--- src/rtl/lpt_pkg.sv ---
package lpt_pkg;

    typedef enum logic [2:0] {
        ST_IDLE,
        ST_WAIT_FREE,
        ST_SETUP,
        ST_STROBE,
        ST_HOLD,
        ST_WAIT_DONE
    } lpt_state_e;

    function automatic int max3(input int a, input int b, input int c);
        int m;
        m = (a > b) ? a : b;
        return (m > c) ? m : c;
    endfunction

endpackage

--- src/rtl/lpt_sync.sv ---
module lpt_sync #(
    parameter int              WIDTH   = 1,
    parameter int              STAGES  = 2,
    parameter logic [WIDTH-1:0] RST_VAL = '0
) (
    input  logic             clk,
    input  logic             rst_n,
    input  logic [WIDTH-1:0] d,
    output logic [WIDTH-1:0] q
);

    logic [WIDTH-1:0] chain_q [STAGES];

    always_ff @(posedge clk or negedge rst_n) begin
        if (!rst_n) begin
            for (int i = 0; i < STAGES; i++) begin
                chain_q[i] <= RST_VAL;
            end
        end else begin
            chain_q[0] <= d;
            for (int i = 1; i < STAGES; i++) begin
                chain_q[i] <= chain_q[i-1];
            end
        end
    end

    assign q = chain_q[STAGES-1];

endmodule

--- src/rtl/lpt_cycle_cnt.sv ---
module lpt_cycle_cnt #(
    parameter int W = 8
) (
    input  logic         clk,
    input  logic         rst_n,
    input  logic         clr,
    input  logic         en,
    output logic [W-1:0] cnt
);

    // Saturating up-counter; clear has priority over count.
    always_ff @(posedge clk or negedge rst_n) begin
        if (!rst_n) begin
            cnt <= '0;
        end else if (clr) begin
            cnt <= '0;
        end else if (en && (cnt != {W{1'b1}})) begin
            cnt <= cnt + 1'b1;
        end
    end

endmodule

--- src/rtl/lpt_host_port.sv ---
module lpt_host_port
    import lpt_pkg::*;
#(
    parameter int SETUP_CYCLES   = 4,
    parameter int STROBE_CYCLES  = 200,
    parameter int HOLD_CYCLES    = 4,
    parameter int TIMEOUT_CYCLES = 2_000_000,
    parameter int SYNC_STAGES    = 2
) (
    input  logic       clk,
    input  logic       rst_n,
    input  logic       in_valid,
    output logic       in_ready,
    input  logic [7:0] in_data,
    input  logic       ack_mode,
    output logic [7:0] prn_data,
    output logic       prn_strobe_n,
    input  logic       prn_busy,
    input  logic       prn_ack_n,
    output logic       timeout_flag
);

    localparam int PH_MAX = max3(SETUP_CYCLES, STROBE_CYCLES, HOLD_CYCLES);
    localparam int PH_W   = $clog2(PH_MAX + 1);
    localparam int TMO_W  = $clog2(TIMEOUT_CYCLES + 1);

    lpt_state_e state_q, state_d;

    logic [1:0]       sync_in, sync_out;
    logic             busy_s, ack_s;
    logic [PH_W-1:0]  phase_cnt, phase_lim;
    logic [TMO_W-1:0] tmo_cnt;
    logic             phase_end, tmo_hit, done_hit, tmo_fire, accept;

    logic [7:0] data_q;
    logic       mode_q, tmo_flag_q, busy_seen_q, ack_prev_q, strobe_n_q;

    // Status line synchronizers: bit 0 busy, bit 1 acknowledge.
    assign sync_in = {prn_ack_n, prn_busy};

    lpt_sync #(
        .WIDTH  (2),
        .STAGES (SYNC_STAGES),
        .RST_VAL(2'b11)
    ) u_sync (
        .clk  (clk),
        .rst_n(rst_n),
        .d    (sync_in),
        .q    (sync_out)
    );

    assign busy_s = sync_out[0];
    assign ack_s  = sync_out[1];

    // Phase counter restarts on each state change.
    lpt_cycle_cnt #(.W(PH_W)) u_phase_cnt (
        .clk  (clk),
        .rst_n(rst_n),
        .clr  (state_d != state_q),
        .en   (1'b1),
        .cnt  (phase_cnt)
    );

    // Timeout counter runs from acceptance until idle.
    lpt_cycle_cnt #(.W(TMO_W)) u_tmo_cnt (
        .clk  (clk),
        .rst_n(rst_n),
        .clr  (state_q == ST_IDLE),
        .en   (1'b1),
        .cnt  (tmo_cnt)
    );

    always_comb begin
        unique case (state_q)
            ST_SETUP:  phase_lim = PH_W'(SETUP_CYCLES - 1);
            ST_STROBE: phase_lim = PH_W'(STROBE_CYCLES - 1);
            ST_HOLD:   phase_lim = PH_W'(HOLD_CYCLES - 1);
            default:   phase_lim = '0;
        endcase
    end

    assign phase_end = (phase_cnt == phase_lim);
    assign tmo_hit   = (tmo_cnt >= TMO_W'(TIMEOUT_CYCLES - 1));
    assign accept    = in_valid && (state_q == ST_IDLE);
    assign done_hit  = mode_q ? (ack_prev_q && !ack_s)
                              : (busy_seen_q && !busy_s);

    // Next-state logic.
    always_comb begin
        state_d  = state_q;
        tmo_fire = 1'b0;
        unique case (state_q)
            ST_IDLE: begin
                if (in_valid) state_d = ST_WAIT_FREE;
            end
            ST_WAIT_FREE: begin
                if (!busy_s) begin
                    state_d = ST_SETUP;
                end else if (tmo_hit) begin
                    state_d  = ST_IDLE;
                    tmo_fire = 1'b1;
                end
            end
            ST_SETUP: begin
                if (phase_end) state_d = ST_STROBE;
            end
            ST_STROBE: begin
                if (phase_end) state_d = ST_HOLD;
            end
            ST_HOLD: begin
                if (phase_end) state_d = ST_WAIT_DONE;
            end
            ST_WAIT_DONE: begin
                if (done_hit) begin
                    state_d = ST_IDLE;
                end else if (tmo_hit) begin
                    state_d  = ST_IDLE;
                    tmo_fire = 1'b1;
                end
            end
            default: state_d = ST_IDLE;
        endcase
    end

    // State register.
    always_ff @(posedge clk or negedge rst_n) begin
        if (!rst_n) begin
            state_q <= ST_IDLE;
        end else begin
            state_q <= state_d;
        end
    end

    // Outputs and per-byte context.
    always_ff @(posedge clk or negedge rst_n) begin
        if (!rst_n) begin
            data_q      <= '0;
            mode_q      <= 1'b0;
            tmo_flag_q  <= 1'b0;
            busy_seen_q <= 1'b0;
            ack_prev_q  <= 1'b1;
            strobe_n_q  <= 1'b1;
        end else begin
            ack_prev_q <= ack_s;
            strobe_n_q <= (state_d != ST_STROBE);
            if (accept) begin
                data_q      <= in_data;
                mode_q      <= ack_mode;
                tmo_flag_q  <= 1'b0;
                busy_seen_q <= 1'b0;
            end else begin
                if (tmo_fire) begin
                    tmo_flag_q <= 1'b1;
                end
                if (busy_s && ((state_q == ST_STROBE) || (state_q == ST_HOLD) ||
                               (state_q == ST_WAIT_DONE))) begin
                    busy_seen_q <= 1'b1;
                end
            end
        end
    end

    assign in_ready     = (state_q == ST_IDLE);
    assign prn_data     = data_q;
    assign prn_strobe_n = strobe_n_q;
    assign timeout_flag = tmo_flag_q;

endmodule

--- config.mk ---
export PLATFORM = sky130hd
export DESIGN_NAME = lpt_host_port
export DESIGN_NICKNAME = d
export VERILOG_FILES = /design/src/rtl/lpt_pkg.sv /design/src/rtl/lpt_sync.sv /design/src/rtl/lpt_cycle_cnt.sv /design/src/rtl/lpt_host_port.sv
export SDC_FILE = /design/constraint.sdc
export NUM_CORES = 1
export LEC_CHECK = 0
export BUFFER_PORTS_ARGS = -buffer_cell sky130_fd_sc_hd__buf_4
export CORE_AREA = 5 5 90 92
export DETAILED_ROUTE_END_ITERATION = 8
export DIE_AREA = 0 0 95 97
export HOLD_SLACK_MARGIN = 0.02
export PLACE_DENSITY = 0.57
export SKIP_CTS_REPAIR_TIMING = 1
export SKIP_LAST_GASP = 1
export SYNTH_ARGS = -nofsm -noshare
export SYNTH_HDL_FRONTEND = slang
export SYNTH_SLANG_ARGS = --single-unit
--- constraint.sdc ---
create_clock -name clk -period 5.75 [get_ports clk]
set_input_delay 0.2875 -clock clk [delete_from_list [all_inputs] [get_ports clk]]
set_output_delay 0.2875 -clock clk [all_outputs]
set_load 0.02 [all_outputs]
[Word level (Yosys, flattened, before mapping)]
Index checks and enable logic that the tools add are counted.
Operators by class
  add/sub/neg operators: 2
  multiply operators: 0
  div/mod/pow operators: 0
  magnitude comparators: 1
  eq/ne operators: 10
  shift operators: 0
  mux-type cells: 22
  bitwise gates (word level): 0
  reduce and logical (&&, ||, !) cells: 14
Operators by type and width (count)
  two-way mux 21 bit: 2
  adder 21 x 1 -> 21 bit (second input constant): 1
  >= comparator 21 bit (second input constant): 1
  two-way mux 3 bit: 7
  != test 21 bit (second input constant): 1
  one-hot mux 3 bit (6 select lines): 1
  two-way mux 8 bit: 2
  one-hot mux 8 bit (2 select lines): 1
  adder 8 x 1 -> 8 bit (second input constant): 1
  == test 8 bit: 1
  two-way mux 1 bit: 8
  != test 8 bit (second input constant): 1
  nonzero test 2 bit: 4
  == test 3 x 2 -> 1 bit (second input constant): 2
  == test 3 bit (second input constant): 2
  logical AND 1 bit: 4
  == test 3 x 1 -> 1 bit (second input constant): 1
  zero test 3 bit: 1
  != test 3 x 2 -> 1 bit (second input constant): 1
  != test 3 bit: 1
  zero test 1 bit: 2
  logical OR 1 bit: 2
  one-hot mux 1 bit (2 select lines): 1
  OR reduction 2 bit: 1
Word-level totals
  flip-flop bits (word level): 49
  latch bits: 0
  memory bits (writable): 0
  memory bits (read-only): 0
  input bits: 14
  output and inout bits: 11
  memories: 0

[Depth between registers and ports, before layout]
  depth in word-level cells: 8
  gate-level depth with buffers: 7
  gate-level depth less buffers: 7

[Hierarchy]
From an unflattened synthesis, not the netlist that was laid out.
Unflattened totals
  cell total of the unflattened synthesis: 277
  area total of the unflattened synthesis: 2766.4 um^2
Modules (own cells, without submodules)
  lpt_cycle_cnt (u_tmo_cnt): instances 1, cells an instance 125, area an instance 1197.4 um^2, sequential area each 525.5 um^2
  lpt_host_port: instances 1, cells an instance 97, area an instance 984.7 um^2, sequential area each 402.9 um^2
  lpt_cycle_cnt (u_phase_cnt): instances 1, cells an instance 49, area an instance 464.2 um^2, sequential area each 200.2 um^2
  lpt_sync: instances 1, cells an instance 6, area an instance 120.1 um^2, sequential area each 105.1 um^2

[Least setup slack after synthesis]
OpenSTA, ideal clock, no wires.
  path kind: flip-flop to flip-flop
  start point: register u_tmo_cnt.cnt[13]
  end point: register u_phase_cnt.cnt[6]
  library setup time: 0.107 ns
  arrival: 1.872 ns
  required time: 5.643 ns
  path slack: 3.771 ns
  cell stages (with the launch flop): 7
  path through: dfrtp_1 -> or4_1 -> nor2_2 -> a21o_2 -> nand2_2 -> o41a_4 -> a2111oi_4
On the way
  longest elaborated chain between the ends: 6
  elaborated cells between the ends (all ways): 8
RTL lines
  start: declaration: RTL line lpt_cycle_cnt.sv:8  | output logic [W-1:0] cnt
  start signal: assignment: RTL line lpt_cycle_cnt.sv:18  | cnt <= cnt + 1'b1;
  >= comparator 21 bit *: RTL line lpt_host_port.sv:83  | assign tmo_hit = (tmo_cnt >= TMO_W'(TIMEOUT_CYCLES - 1));
  two-way mux 3 bit *: RTL line lpt_host_port.sv:99, lpt_host_port.sv:116
  two-way mux 3 bit, on equally long branches: RTL line lpt_host_port.sv:114, lpt_host_port.sv:97
  one-hot mux 3 bit (6 select lines) *: RTL line lpt_host_port.sv:92  | unique case (state_q)
  != test 3 bit *: RTL line lpt_host_port.sv:59  | .clr (state_d != state_q),
  two-way mux 8 bit or nonzero test 2 bit (tied branches)
  end signal: assignment: RTL line lpt_cycle_cnt.sv:18
  end: declaration: RTL line lpt_cycle_cnt.sv:8
Every way passes the cells marked *; elsewhere a longest branch is shown, timed or not.
A chain may end at the register's enable or synchronous reset.

[Worst setup path in the final report]
  start point: register u_phase_cnt.cnt[3]
  end point: register u_phase_cnt.cnt[1]
On the way
  longest elaborated chain between the ends: 5
  elaborated cells between the ends (all ways): 9
RTL lines
  == test 8 bit: RTL line lpt_host_port.sv:82  | assign phase_end = (phase_cnt == phase_lim);
  two-way mux 3 bit, on equally long branches: RTL line lpt_host_port.sv:111, lpt_host_port.sv:105, lpt_host_port.sv:108
  one-hot mux 3 bit (6 select lines): RTL line lpt_host_port.sv:92
  != test 3 bit: RTL line lpt_host_port.sv:59
  two-way mux 8 bit or nonzero test 2 bit (tied branches)
Parallel ways exist; a longest one is shown, timed or not.

==> metrics.yaml <==
num_vias: 1809
grt_max_degree: 50
routed_wl_um: 4752
drc: 0
layout_min_cycle_time_ns: 2.170
synth_cell_types: 41
ctsRootBufferMaster: "clkbuf_8"
status: "complete, but fails checks"
drt_iter0_markers: 70
yosysTopAreaCellShare_pct: 44.49
multi_input_area_um2: 1145
antenna_found_initial: 0
worst_clock_skew_ns: 0.01111
die_area_um2: 9215
start_util_pct: 33.89
die_h_um: 97
cap_violations: 0
finalSetupViolCount: 0
synthArstFlopShare_pct: 100.0
ys_ff_latch: 49
fillers: 762
peakVddDrop_uv: 99.97
r2r_slack_ns: 3.58
gr-usage-all-layers_pct: 11.42
hold_slack_ns: -0.01776
cts_tree: "built"
cp-start-kind: "flip-flop"
p_total_mw: 0.5894
grt_overflow_total: 0
rsz0062_at_grt: "no"
tightestPinTransition_ns: 0.6218
tns_ns: 0
timing.critical_path.fanout_max: 8
gp_congestion: 0.7661
yosys.area.top_type: "dfrtp_1"
worstSetupPathType: "reg2reg"
fp-row-count: 31
fin_crit_sh_pct: 37.74
ctsHtreeMaxLevel: 2
grt_pass1_vias: 1881
clk_pin_slew_ns: 0.10
pin_count: 25
synth_edf_count: 0
grt_first_pass_wirelength_um: 8625
failed_checks: "hold timing"
syn-cell-area_um2: 2419
vias_per_cell: 4.956
port_buffers: 24
slew_violations: 0
clock.fmax_mhz: 460.8
die_w_um: 95
cts_buffers: 5
seqCellArea_um2: 1234
final_nets: 281
coreArea_um2: 7137
stdcell_area_um2: 2804
hp-class: "in2async"
p_leak_nw: 1.197
clock-sinks: 49
powerDensity_nw_per_um2: 210.2
slew_headroom_pct: 58.54
drive_gt1_share_pct: 21.80
cp.arrival_ns: 2.34
syn-num-nets: 256
clk-insertion-delay-late_ns: 0.31
diodes: 0
worst_setup_path_end_kind: "flip-flop"
dr.pass1.iters: 4
synth_top_flop_cell: "dfrtp_1"
ys_top_cells_by_area: "dfrtp_1 44%, dfstp_2 6.5%, mux2_2 4.2%"
ys_seq_area_share_pct: 51.01
placed_cell_area_um2: 2713
cp.required_ns: 5.92
synthToLayoutAreaGrowth_pct: 15.93
hpwl_um: 3373
hold_viol: 18
drtAntennaViolNets: 0
wl_per_cell_um: 13.02
synth_cells: 240
synth.avg_cell_area_um2: 10.08
clock_path_buffers: 2
synth_warnings: 0
[path summary, 6_finish.rpt]
check | endpoint | startpoint | cells past startpoint
max | u_phase_cnt.cnt[1] | u_phase_cnt.cnt[3] | 5
min | u_phase_cnt.cnt[3] | rst_n | 1
max reg2reg | u_phase_cnt.cnt[1] | u_phase_cnt.cnt[3] | 5
min reg2reg | u_sync.q[1] | u_sync.chain_q[3] | 0
max in group asynchronous | u_tmo_cnt.cnt[6] | rst_n | 1
min in group clk | u_sync.chain_q[2] | prn_busy | 1
[cell families after synthesis]
logic type | synth area share (%)
mux | 5.432
buf+inv | 1.862
simple gates | 24.01
compound gates | 9.416
flops | 51.01
fa+ha+maj | 1.034
xor+xnor | 7.242
[per-layer routing]
metal  GRT usage [%]  vias to the layer above  wire length [µm]
met2           18.93                       26              2380
met4           2.997                        0                48
li1                -                      900                 -
met3           3.103                        6               189
met5               0                        -                 0
met1           14.53                      877              2134
[cell usage in the layout (no fill, tap or decap), types with 3 or more instances in the layout]
cell and instances:
dfstp_2 6, nor3_1 18, nand3_1 13, a21oi_1 9, o21ai_0 6, buf_4 26
nor2_1 27, mux2_2 9, or3_1 3, nand4_1 7, and3_1 7, dfrtp_1 43
nor4_1 3, mux2i_1 3, clkbuf_8 5, nand2_1 18, xor2_1 10, xnor2_1 10
inv_1 4, nor2b_1 3, a31oi_1 3, nand2b_1 5
[state kept, by name, indices dropped and copies added (netlist names)]
name,cells
ack_prev_q,1
busy_seen_q,1
mode_q,1
prn_data,8
prn_strobe_n,1
state_q,3
timeout_flag,1
u_phase_cnt.cnt,8
u_sync.chain_q,2
u_sync.q,2
u_tmo_cnt.cnt,21
[synthesized netlist by cell type, drive strengths merged (3+ instances only)]
master	number
dfrtp	43
mux2i	3
nand4	7
and4	3
nand3	13
nand2b	5
inv	4
nor3	19
a21oi	9
and3	7
nand2	19
nor4	3
a31oi	3
xor2	10
dfstp	6
xnor2	10
nor2b	3
mux2	9
o21ai	6
nor2	28
clkbuf	8
or3	3
[critical path: stages, from the launching register on]
cell	delay, ns
dfrtp_1	0.43
or3_1	0.38
nor3_1	0.51
o21ai_0	0.19
a21boi_2	0.41
nor3_1	0.11
[layout make-up]
class                   count  area share [%]
flip-flops and latches     49           44.00
multi-input cells         179           40.83
repair buffers             26           6.961
well taps                  99           4.418
clock buffers               5           2.454
clock inverters             3          0.8032
inverters                   4          0.5355
[stage by stage]
stage	worst slack [ns]	utilization, %	instances
after floorplan	3.771	-	240
after global placement	3.681	38.01	357
after detailed placement	3.633	38.01	357
after CTS	3.597	39.29	365
after global routing	3.387	39.29	365
final	3.580	39.29	365
[power breakdown]
group	switching (mW)	internal, mW	total, mW	leakage [nW]
combinational	0.0147	0.0128	0.0276	0.542
sequential	0.00299	0.351	0.354	0.607
clock	0.121	0.0865	0.208	0.0481
total	0.139	0.450	0.589	1.20
No activity file was read; power rests on OpenSTA's default activity.
